`src/rtl/eat_pkg.sv`:
```
package eat_pkg;
  localparam int unsigned WORD_W    = 16;
  localparam int unsigned NUM_WORDS = 3;
  localparam int unsigned ADDR_W    = 6;
  localparam logic [ADDR_W-1:0] OFF_CNT  = 6'h00;
  localparam logic [ADDR_W-1:0] OFF_CMP  = 6'h08;
  localparam logic [ADDR_W-1:0] OFF_MASK = 6'h3C;
  localparam logic [ADDR_W-1:0] OFF_STAT = 6'h3E;
endpackage

```
`src/rtl/eat_word_bank.sv`:
```
module eat_word_bank #(
  parameter int unsigned WORD_W    = 16,
  parameter int unsigned NUM_WORDS = 3,
  parameter bit          COUNTS    = 1'b1
) (
  input  logic                        clk_i,
  input  logic                        rst_ni,
  input  logic                        inc_i,
  input  logic [NUM_WORDS-1:0]        wr_i,
  input  logic [WORD_W-1:0]           wdata_i,
  output logic [NUM_WORDS*WORD_W-1:0] val_o,
  output logic [NUM_WORDS*WORD_W-1:0] nxt_o
);
  localparam int unsigned VAL_W = NUM_WORDS * WORD_W;

  logic [VAL_W-1:0] val_q, val_d;

  always_comb begin
    val_d = (COUNTS && inc_i) ? val_q + VAL_W'(1) : val_q;
    for (int w = 0; w < NUM_WORDS; w++) begin
      if (wr_i[w]) val_d[w*WORD_W +: WORD_W] = wdata_i; // write wins in its word only
    end
  end

  always_ff @(posedge clk_i or negedge rst_ni) begin
    if (!rst_ni) val_q <= '0;
    else         val_q <= val_d;
  end

  assign val_o = val_q;
  assign nxt_o = val_d;

  generate
    if (COUNTS) begin : g_cnt_chk
      p_step_r2: assert property (@(posedge clk_i) disable iff (!rst_ni)
        (inc_i && wr_i == '0) |=> (val_q == VAL_W'($past(val_q) + VAL_W'(1))));
      p_hold_r2: assert property (@(posedge clk_i) disable iff (!rst_ni)
        (!inc_i && wr_i == '0) |=> $stable(val_q));
    end else begin : g_reg_chk
      p_cmp_hold_r5: assert property (@(posedge clk_i) disable iff (!rst_ni)
        (wr_i == '0) |=> $stable(val_q));
    end
  endgenerate
endmodule

```
`src/rtl/eat_alarm_stat.sv`:
```
module eat_alarm_stat (
  input  logic clk_i,
  input  logic rst_ni,
  input  logic match_i,
  input  logic clr_i,
  input  logic mask_wr_i,
  input  logic mask_d_i,
  output logic flag_o,
  output logic mask_o,
  output logic irq_o
);
  logic flag_q, mask_q;

  always_ff @(posedge clk_i or negedge rst_ni) begin
    if (!rst_ni) begin
      flag_q <= 1'b0;
      mask_q <= 1'b0;
    end else begin
      if (match_i)    flag_q <= 1'b1; // set beats clear
      else if (clr_i) flag_q <= 1'b0;
      if (mask_wr_i)  mask_q <= mask_d_i;
    end
  end

  assign flag_o = flag_q;
  assign mask_o = mask_q;
  assign irq_o  = flag_q & mask_q;

  p_sticky_r6: assert property (@(posedge clk_i) disable iff (!rst_ni)
    (flag_q && !clr_i) |=> flag_q);
  p_set_wins_r8: assert property (@(posedge clk_i) disable iff (!rst_ni)
    match_i |=> flag_q);
  p_clear_r7: assert property (@(posedge clk_i) disable iff (!rst_ni)
    (clr_i && !match_i) |=> !flag_q);
endmodule

```
`src/rtl/elapsed_alarm_timer.sv`:
```
module elapsed_alarm_timer
  import eat_pkg::*;
(
  input  logic              clk_i,
  input  logic              rst_ni,
  input  logic              tick_i,
  input  logic              req_i,
  input  logic              we_i,
  input  logic [5:0]        addr_i,
  input  logic [15:0]       wdata_i,
  output logic [15:0]       rdata_o,
  output logic              irq_o
);
  localparam int unsigned VAL_W = NUM_WORDS * WORD_W;

  logic                 wr;
  logic [NUM_WORDS-1:0] cnt_wr, cmp_wr, cnt_sel, cmp_sel;
  logic [VAL_W-1:0]     cnt_val, cnt_nxt, cmp_val, cmp_nxt;
  logic                 flag, mask, match, clr, mask_wr;

  assign wr = req_i & we_i;

  genvar gw;
  generate
    for (gw = 0; gw < NUM_WORDS; gw++) begin : g_dec
      assign cnt_sel[gw] = (addr_i == ADDR_W'(OFF_CNT + 2*gw));
      assign cmp_sel[gw] = (addr_i == ADDR_W'(OFF_CMP + 2*gw));
      assign cnt_wr[gw]  = wr & cnt_sel[gw];
      assign cmp_wr[gw]  = wr & cmp_sel[gw];
    end
  endgenerate

  eat_word_bank #(.WORD_W(WORD_W), .NUM_WORDS(NUM_WORDS), .COUNTS(1'b1)) u_cnt (
    .clk_i, .rst_ni, .inc_i(tick_i), .wr_i(cnt_wr), .wdata_i,
    .val_o(cnt_val), .nxt_o(cnt_nxt)
  );

  eat_word_bank #(.WORD_W(WORD_W), .NUM_WORDS(NUM_WORDS), .COUNTS(1'b0)) u_cmp (
    .clk_i, .rst_ni, .inc_i(1'b0), .wr_i(cmp_wr), .wdata_i,
    .val_o(cmp_val), .nxt_o(cmp_nxt)
  );

  assign match   = tick_i && (cnt_nxt == cmp_val);
  assign clr     = wr && (addr_i == OFF_STAT) && wdata_i[0];
  assign mask_wr = wr && (addr_i == OFF_MASK);

  eat_alarm_stat u_stat (
    .clk_i, .rst_ni, .match_i(match), .clr_i(clr),
    .mask_wr_i(mask_wr), .mask_d_i(wdata_i[0]),
    .flag_o(flag), .mask_o(mask), .irq_o
  );

  always_comb begin
    rdata_o = '0;
    for (int w = 0; w < NUM_WORDS; w++) begin
      if (cnt_sel[w]) rdata_o = cnt_val[w*WORD_W +: WORD_W];
      if (cmp_sel[w]) rdata_o = cmp_val[w*WORD_W +: WORD_W];
    end
    if (addr_i == OFF_STAT) rdata_o = {{(WORD_W-1){1'b0}}, flag};
    if (addr_i == OFF_MASK) rdata_o = {{(WORD_W-1){1'b0}}, mask};
  end

  p_irq_src_r9: assert property (@(posedge clk_i) disable iff (!rst_ni)
    irq_o |-> (flag && mask));
  p_irq_off_r9: assert property (@(posedge clk_i) disable iff (!rst_ni)
    !mask |-> !irq_o);
endmodule

```
`config.mk`:
```
export PLATFORM = sky130hd
export DESIGN_NAME = elapsed_alarm_timer
export DESIGN_NICKNAME = d
export VERILOG_FILES = /design/src/rtl/eat_pkg.sv /design/src/rtl/eat_word_bank.sv /design/src/rtl/eat_alarm_stat.sv /design/src/rtl/elapsed_alarm_timer.sv
export SDC_FILE = /design/constraint.sdc
export NUM_CORES = 1
export LEC_CHECK = 0
export BUFFER_PORTS_ARGS = -buffer_cell sky130_fd_sc_hd__buf_2
export CORE_MARGIN = 2
export CORE_UTILIZATION = 62
export DETAILED_ROUTE_END_ITERATION = 7
export PLACE_DENSITY_LB_ADDON = 0.15
export SYNTH_ARGS = -nofsm -noshare
export SYNTH_HDL_FRONTEND = slang
export SYNTH_SLANG_ARGS = --single-unit
export TNS_END_PERCENT = 1
```
`constraint.sdc`:
```
create_clock -name clk_i -period 3.6 [get_ports clk_i]
set_input_delay 0 -clock clk_i [delete_from_list [all_inputs] [get_ports clk_i]]
set_output_delay 0 -clock clk_i [all_outputs]
set_load 0.03 [all_outputs]
```
* After elaboration in Yosys (flattened, before gate mapping)
Index checks and enable logic that the tools add are counted.
Storage, ports and cells: bits in registers 98, RAM bits 0, input port bits 27, memories kept 0, bits in latches 0, bits in read-only memories 0, output and inout port bits 17, logic and storage cells 43
Cells by class: multipliers 0, bitwise logic cells 8, equality and inequality tests 8, $lt $le $gt $ge 0, divide/modulo/power cells 0, shift operators 0, add/subtract/negate cells 1, reductions and logical operators 6, multiplexer cells 14
Operators with widths (number):
- $mux W16 | 11
- $add A48 B1 Y48 const B | 1
- $eq A48 B48 Y1 | 1
- $mux W48 | 1
- $eq A6 B4 Y1 const B | 3
- $eq A6 B6 Y1 const B | 2
- $and A1 B1 Y1 | 8
- $eq A6 B2 Y1 const B | 1
- $eq A6 B3 Y1 const B | 1
- $logic_not A6 Y1 | 1
- $logic_and A1 B1 Y1 | 4
- $mux W1 | 2
- $reduce_bool A2 Y1 | 1

* Longest topological paths before layout
depth after elaboration 9, gate-level depth with buffers 13, gate-level depth less buffers 10

* Modules after synthesis
From an unflattened synthesis, not the netlist that was laid out.
Second synthesis, totals: cells, all modules 671, area total of the unflattened synthesis 6635.1 sq um
Modules (own cells, without submodules):
- eat_word_bank at u_cnt | area an instance 3135.5 sq um, times used 1, cells each 369, seq. area each 1201.2 sq um
- eat_word_bank at u_cmp | area an instance 1948.1 sq um, times used 1, cells each 102, seq. area each 1201.2 sq um
- elapsed_alarm_timer | area an instance 1468.9 sq um, times used 1, cells each 194, seq. area each 0.0 sq um
- eat_alarm_stat | area an instance 82.6 sq um, times used 1, cells each 6, seq. area each 50.0 sq um

* Worst setup path after synthesis
No wires, ideal clock.
kind reg2reg, start register u_cnt.val_q[0] (netlist: u_cnt.val_o[0]), end register u_stat.flag_q (netlist: u_stat.flag_o), library setup time 0.076 ns, stages on the path, launching flop included 12, clock period less this slack 2.678 ns, path buffers 1, arrival 2.602 ns, slack 0.922 ns, required time 3.524 ns, cells stage by stage dfrtp_1 > ha_1 > nand4_1 > nor3_1 > buf_2 > nand3_1 > or3_1 > a32oi_1 > nand4_1 > nor4_1 > o2111ai_1 > o21ai_1
On the way: word-level cells in the longest chain between the ends 6, elaborated cells between the ends (all ways) 9, classes of those cells 1 x add/sub; 1 x eq/ne; 5 x mux; 2 x reduce/logical
Ends and longest elaborated chain:
- start, declared | RTL line eat_word_bank.sv:16 | logic [VAL_W-1:0] val_q, val_d;
- start signal, assigned | RTL line eat_word_bank.sv:27 | else val_q <= val_d;
- $add A48 B1 Y48 | RTL line eat_word_bank.sv:19 | val_d = (COUNTS && inc_i) ? val_q + VAL_W'(1) : val_q;
- $mux W48 (*) | RTL line eat_word_bank.sv:19
- $mux W16 | RTL line eat_word_bank.sv:21 | if (wr_i[w]) val_d[w*WORD_W +: WORD_W] = wdata_i;
- $eq A48 B48 Y1 (*) | RTL line elapsed_alarm_timer.sv:43 | assign match = tick_i && (cnt_nxt == cmp_val);
- $logic_and A1 B1 Y1 (*) | RTL line elapsed_alarm_timer.sv:43
- $mux W1 / $reduce_bool A2 Y1 (equally long branches)
- end signal, assigned | RTL line eat_alarm_stat.sv:16 | flag_q <= 1'b0;
- end signal, assigned | RTL line eat_alarm_stat.sv:19 | if (match_i) flag_q <= 1'b1;
- end signal, assigned | RTL line eat_alarm_stat.sv:20 | else if (clr_i) flag_q <= 1'b0;
- end, declared | RTL line eat_alarm_stat.sv:12 | logic flag_q, mask_q;
Mark *: on every way between the ends. The rest lies on a longest branch, timed or not. A chain may end at the register's enable or synchronous reset.

* Worst setup path in the final report
start register u_cnt.val_q[24] (netlist: u_cnt.val_o[24]), end register u_stat.flag_q (netlist: u_stat.flag_o)
Same word-level chain as after synthesis.

==> results by group <==
Power
  • Internal power contribution: 2168 uW
  • Power density relative to cell area: 431.9 nW/um^2
  • Standby leakage power: 0.003258 uW
  • Switching power total: between 1000 and 1500 uW
  • Final total power: 3476 uW
  • Combinational share of power: 26.3%
  • Clock share of power: around 29%
  • Peak VDD IR: 0.5051 mV
  • Switching fraction of total power: 37.64%
  • Share of total power in sequential cells: 44.5%

Yosys
  • Dominant cells by area after synthesis: sky130_fd_sc_hd__dfrtp_1 (33%), sky130_fd_sc_hd__xnor2_1 (6.8%), sky130_fd_sc_hd__mux2_2 (5.4%)
  • Net count after synthesis: 901
  • Yosys warnings: 0
  • Library cell occupying the most area in the post-synthesis netlist: sky130_fd_sc_hd__dfrtp_1
  • Sequential-to-total area share from yosys stat: 33.46%
  • Post-synthesis instance total: 873
  • Count of flip-flops with a built-in enable after synthesis: 0
  • Top-count cell post-synth: sky130_fd_sc_hd__dfrtp_1
  • Flop and latch count out of synthesis: 98
  • Share of the synthesized area in the top cell type: 33.46%
  • Most instantiated cells after synthesis: sky130_fd_sc_hd__dfrtp_1 (98), sky130_fd_sc_hd__nand2_1 (94), sky130_fd_sc_hd__nor2_1 (60)
  • Synthesized area divided by synthesized cell count: 8.396 um^2
  • Cell Area, Synth: 7330 um^2
  • Most instantiated flip-flop cell in the synthesis netlist: sky130_fd_sc_hd__dfrtp_1
  • Number of unique standard cell types used by synthesis: 77
  • Async set-reset flop share out of synthesis: 100.0%

Detailed routing
  • Total DRC errors in the routed layout: 13
  • Met2 routed WL: 12.59 mm
  • Routed met1 length: around 11 mm
  • Uppermost routed layer: met4
  • Antenna Violating Nets Remaining: 0
  • Met3 routed WL: approximately 5.0 mm
  • Final wirelength: just over 30 mm
  • Number of vias in the routed layout: around 8k
  • Wire length per cell after detailed routing: 29.75 um
  • First-iteration detailed-routing DRC count: 1598
  • Mean number of vias per cell: ~7.7
  • DR pass1 iterations: 8

Status
  • Violated checks: design-rule violations
  • Status: finished, violations left

Setup path
  • Category of the most critical setup path: reg2reg
  • Kind of capture point of the worst setup path: flop
  • Cell count of the worst reg-to-reg path: 9
  • Arrival time at the worst endpoint: 3.62 ns
  • Kind of start point of the critical path: flop
  • CP max FO: 7
  • Worst EP required: 3.88 ns

Clock network
  • Cts bufs inserted: 9
  • Buffers from clock root to sink, at most: 2
  • CTS Sinks: 98
  • Clock root buffer: sky130_fd_sc_hd__clkbuf_16
  • Clock slew seen by the registers of the worst setup and hold paths: 0.07 ns
  • Latest clock arrival within the worst-skew pair: 0.36 ns
  • Clock tree from TritonCTS: done
  • H-tree depth reported by CTS: 3

Global route
  • Total Routing Usage GR: between 40% and 50%
  • Number of antenna violations at the first check in global routing: 1
  • Largest net degree at the start of global routing: 64
  • Vias in the first global route: 7821
  • First-pass GRT wire length: 46.96 mm
  • Overflow after GRT: 0

Final layout
  • Post-layout instance area: between 8000 and 9000 um^2
  • Filler Cell Count: 918
  • Area Overhead vs Synth: 9.816%
  • Fraction of final layout cells sized beyond drive strength 1: 15.93%
  • Final net count: between 900 and 1k
  • Non-filler cells, final: 1048

Min path
  • Worst min path class: in2reg
  • Hold path cells: 3

Placed design
  • Final weighted congestion in routability-driven placement: 1.148
  • Placed cells: 1026
  • Half-perimeter wire length after detailed placement: 22.94 mm
  • Total of buffers placed on input and output ports: 43
  • Placed inst area: 7686 um^2

Die
  • Die W: ~110 um
  • Die Area: 12710 um^2
  • Number of standard-cell rows in the floorplan: 39
  • Initial standard-cell utilization of the core: between 60% and 70%
  • # IOs: 44
  • Die H: 112.7 um
  • Core outline area: 11470 um^2

Timing
  • Final-report max-slew violation count: 0
  • Final Hold Fails: 0
  • Final period utilization: 92.60%
  • Min Tclk post-route: roughly 3.3 ns
  • Setup tns final: 0 ns
  • Highest clock frequency the design can meet: 0.3000 GHz
  • Remaining max-slew budget at the tightest pin: roughly 16%
  • Worst Clk Skew: ~0.012 ns
  • Final number of setup-violating endpoints: 0
  • Unrepaired setup endpoints after global routing: no
  • Hold WS: 0.01498 ns
  • Least-Margin Pin Slew: 1.259 ns

Run
  • Max-cap check violation count: 0
[critical path, stage by stage, from the launching register on]
cell and delay (ns):
sky130_fd_sc_hd__dfrtp_1 0.51, sky130_fd_sc_hd__nand3_1 0.37, sky130_fd_sc_hd__nor4_1 0.50, sky130_fd_sc_hd__nand3_1 0.41
sky130_fd_sc_hd__nor3_2 0.50, sky130_fd_sc_hd__xnor2_1 0.13, sky130_fd_sc_hd__a211o_1 0.34, sky130_fd_sc_hd__o31ai_1 0.20
sky130_fd_sc_hd__o2111ai_1 0.15, sky130_fd_sc_hd__o21ai_1 0.15
[routing by layer]
| layer | up-vias | GRT usage [%] |
|---|---|---|
| met5 | - | 0 |
| met4 | 0 | 31.22 |
| met3 | 241 | 19.76 |
| met2 | 785 | 71.18 |
| met1 | 3747 | 62.10 |
| li1 | 3285 | - |
[state kept, by name (all words and copies together) (netlist names)]
name	count
u_stat.mask_o	1
u_stat.flag_o	1
u_cmp.val_o	48
u_cnt.val_o	48
[final cells by class]
class	instances	area, um^2	share of cell area [%]
well taps	143	178.9	2.223
clock buffers	10	239.0	2.969
diodes	1	2.502	0.03109
flip-flops and latches	98	2452	30.47
clock inverters	5	61.31	0.7617
multi-input cells	685	4496	55.85
repair buffers	83	533.0	6.622
inverters	23	86.33	1.073
[layout by cell type (no fill, tap or decap), types with 4 or more instances in the layout]
master / count
sky130_fd_sc_hd__dfrtp_1: 98
sky130_fd_sc_hd__nand2_1: 94
sky130_fd_sc_hd__nor2_1: 60
sky130_fd_sc_hd__o21ai_0: 58
sky130_fd_sc_hd__xnor2_1: 57
sky130_fd_sc_hd__nand3_1: 50
sky130_fd_sc_hd__buf_2: 42
sky130_fd_sc_hd__xor2_1: 37
sky130_fd_sc_hd__nand4_1: 36
sky130_fd_sc_hd__mux2_2: 35
sky130_fd_sc_hd__buf_4: 35
sky130_fd_sc_hd__a21oi_1: 26
sky130_fd_sc_hd__nor4_1: 24
sky130_fd_sc_hd__inv_1: 23
sky130_fd_sc_hd__nor3_1: 20
sky130_fd_sc_hd__a22oi_1: 20
sky130_fd_sc_hd__a222oi_1: 18
sky130_fd_sc_hd__and3_1: 12
sky130_fd_sc_hd__and4_1: 10
sky130_fd_sc_hd__and2_1: 10
sky130_fd_sc_hd__clkbuf_16: 9
sky130_fd_sc_hd__a31oi_1: 6
sky130_fd_sc_hd__nor2b_1: 6
sky130_fd_sc_hd__o31ai_1: 6
sky130_fd_sc_hd__o22ai_1: 6
sky130_fd_sc_hd__a211oi_1: 6
sky130_fd_sc_hd__dlygate4sd3_1: 6
sky130_fd_sc_hd__or3_1: 5
sky130_fd_sc_hd__nand2b_1: 5
sky130_fd_sc_hd__a32oi_1: 5
sky130_fd_sc_hd__nor3_2: 4
sky130_fd_sc_hd__a41oi_1: 4
sky130_fd_sc_hd__o2111ai_1: 4
[worst paths after layout]
check                                 from  slack (ns)         endpoint
setup / recovery           u_cnt.val_o[24]        0.27    u_stat.flag_o
min in group asynchronous           rst_ni        0.30   u_cnt.val_o[2]
setup reg to reg           u_cnt.val_o[24]        0.27    u_stat.flag_o
hold reg to reg             u_cmp.val_o[2]        0.56   u_cmp.val_o[2]
hold / removal                  wdata_i[5]        0.01  u_cnt.val_o[37]
max in group asynchronous           rst_ni        2.27  u_cnt.val_o[20]
[power by group through the flow]
stage	Combinational, uW	Sequential, uW	Clock [uW]
floorplan	643	1380	0
global placement	840	1530	0
detailed placement	852	1540	0
CTS	864	1520	1010
global route	956	1550	1050
finish	913	1550	1020
[per-stage QoR]
| stage | utilization [%] | worst slack, ns |
|---|---|---|
| after global placement | 67.03 | 0.4617 |
| after floorplan | - | 0.9219 |
| final | 70.19 | 0.2663 |
| after CTS | 70.17 | 0.3906 |
| after detailed placement | 67.03 | 0.4384 |
| after global routing | 70.19 | 0.02400 |
[timing repair]
| action | 4_1_cts | 5_1_grt |
|---|---|---|
| gates resized for setup | 0 | 0 |
| endpoints found under the hold margin | 69 | 0 |
| hold buffers | 6 | 0 |
| buffers inserted | 0 | 0 |
[cells by family after synthesis]
| logic type | after synthesis | share of synthesized area [%] |
|---|---|---|
| muxes | 38 | 5.787 |
| and+or+nand+nor | 361 | 25.74 |
| DFF | 98 | 33.46 |
| adders and majority gates | 1 | 0.1707 |
| AOI/OAI and AO/OA | 190 | 17.96 |
| xor gates and xnor gates | 95 | 11.54 |
| buffers and inverters | 90 | 5.343 |
(Power assumes the default switching activity.)
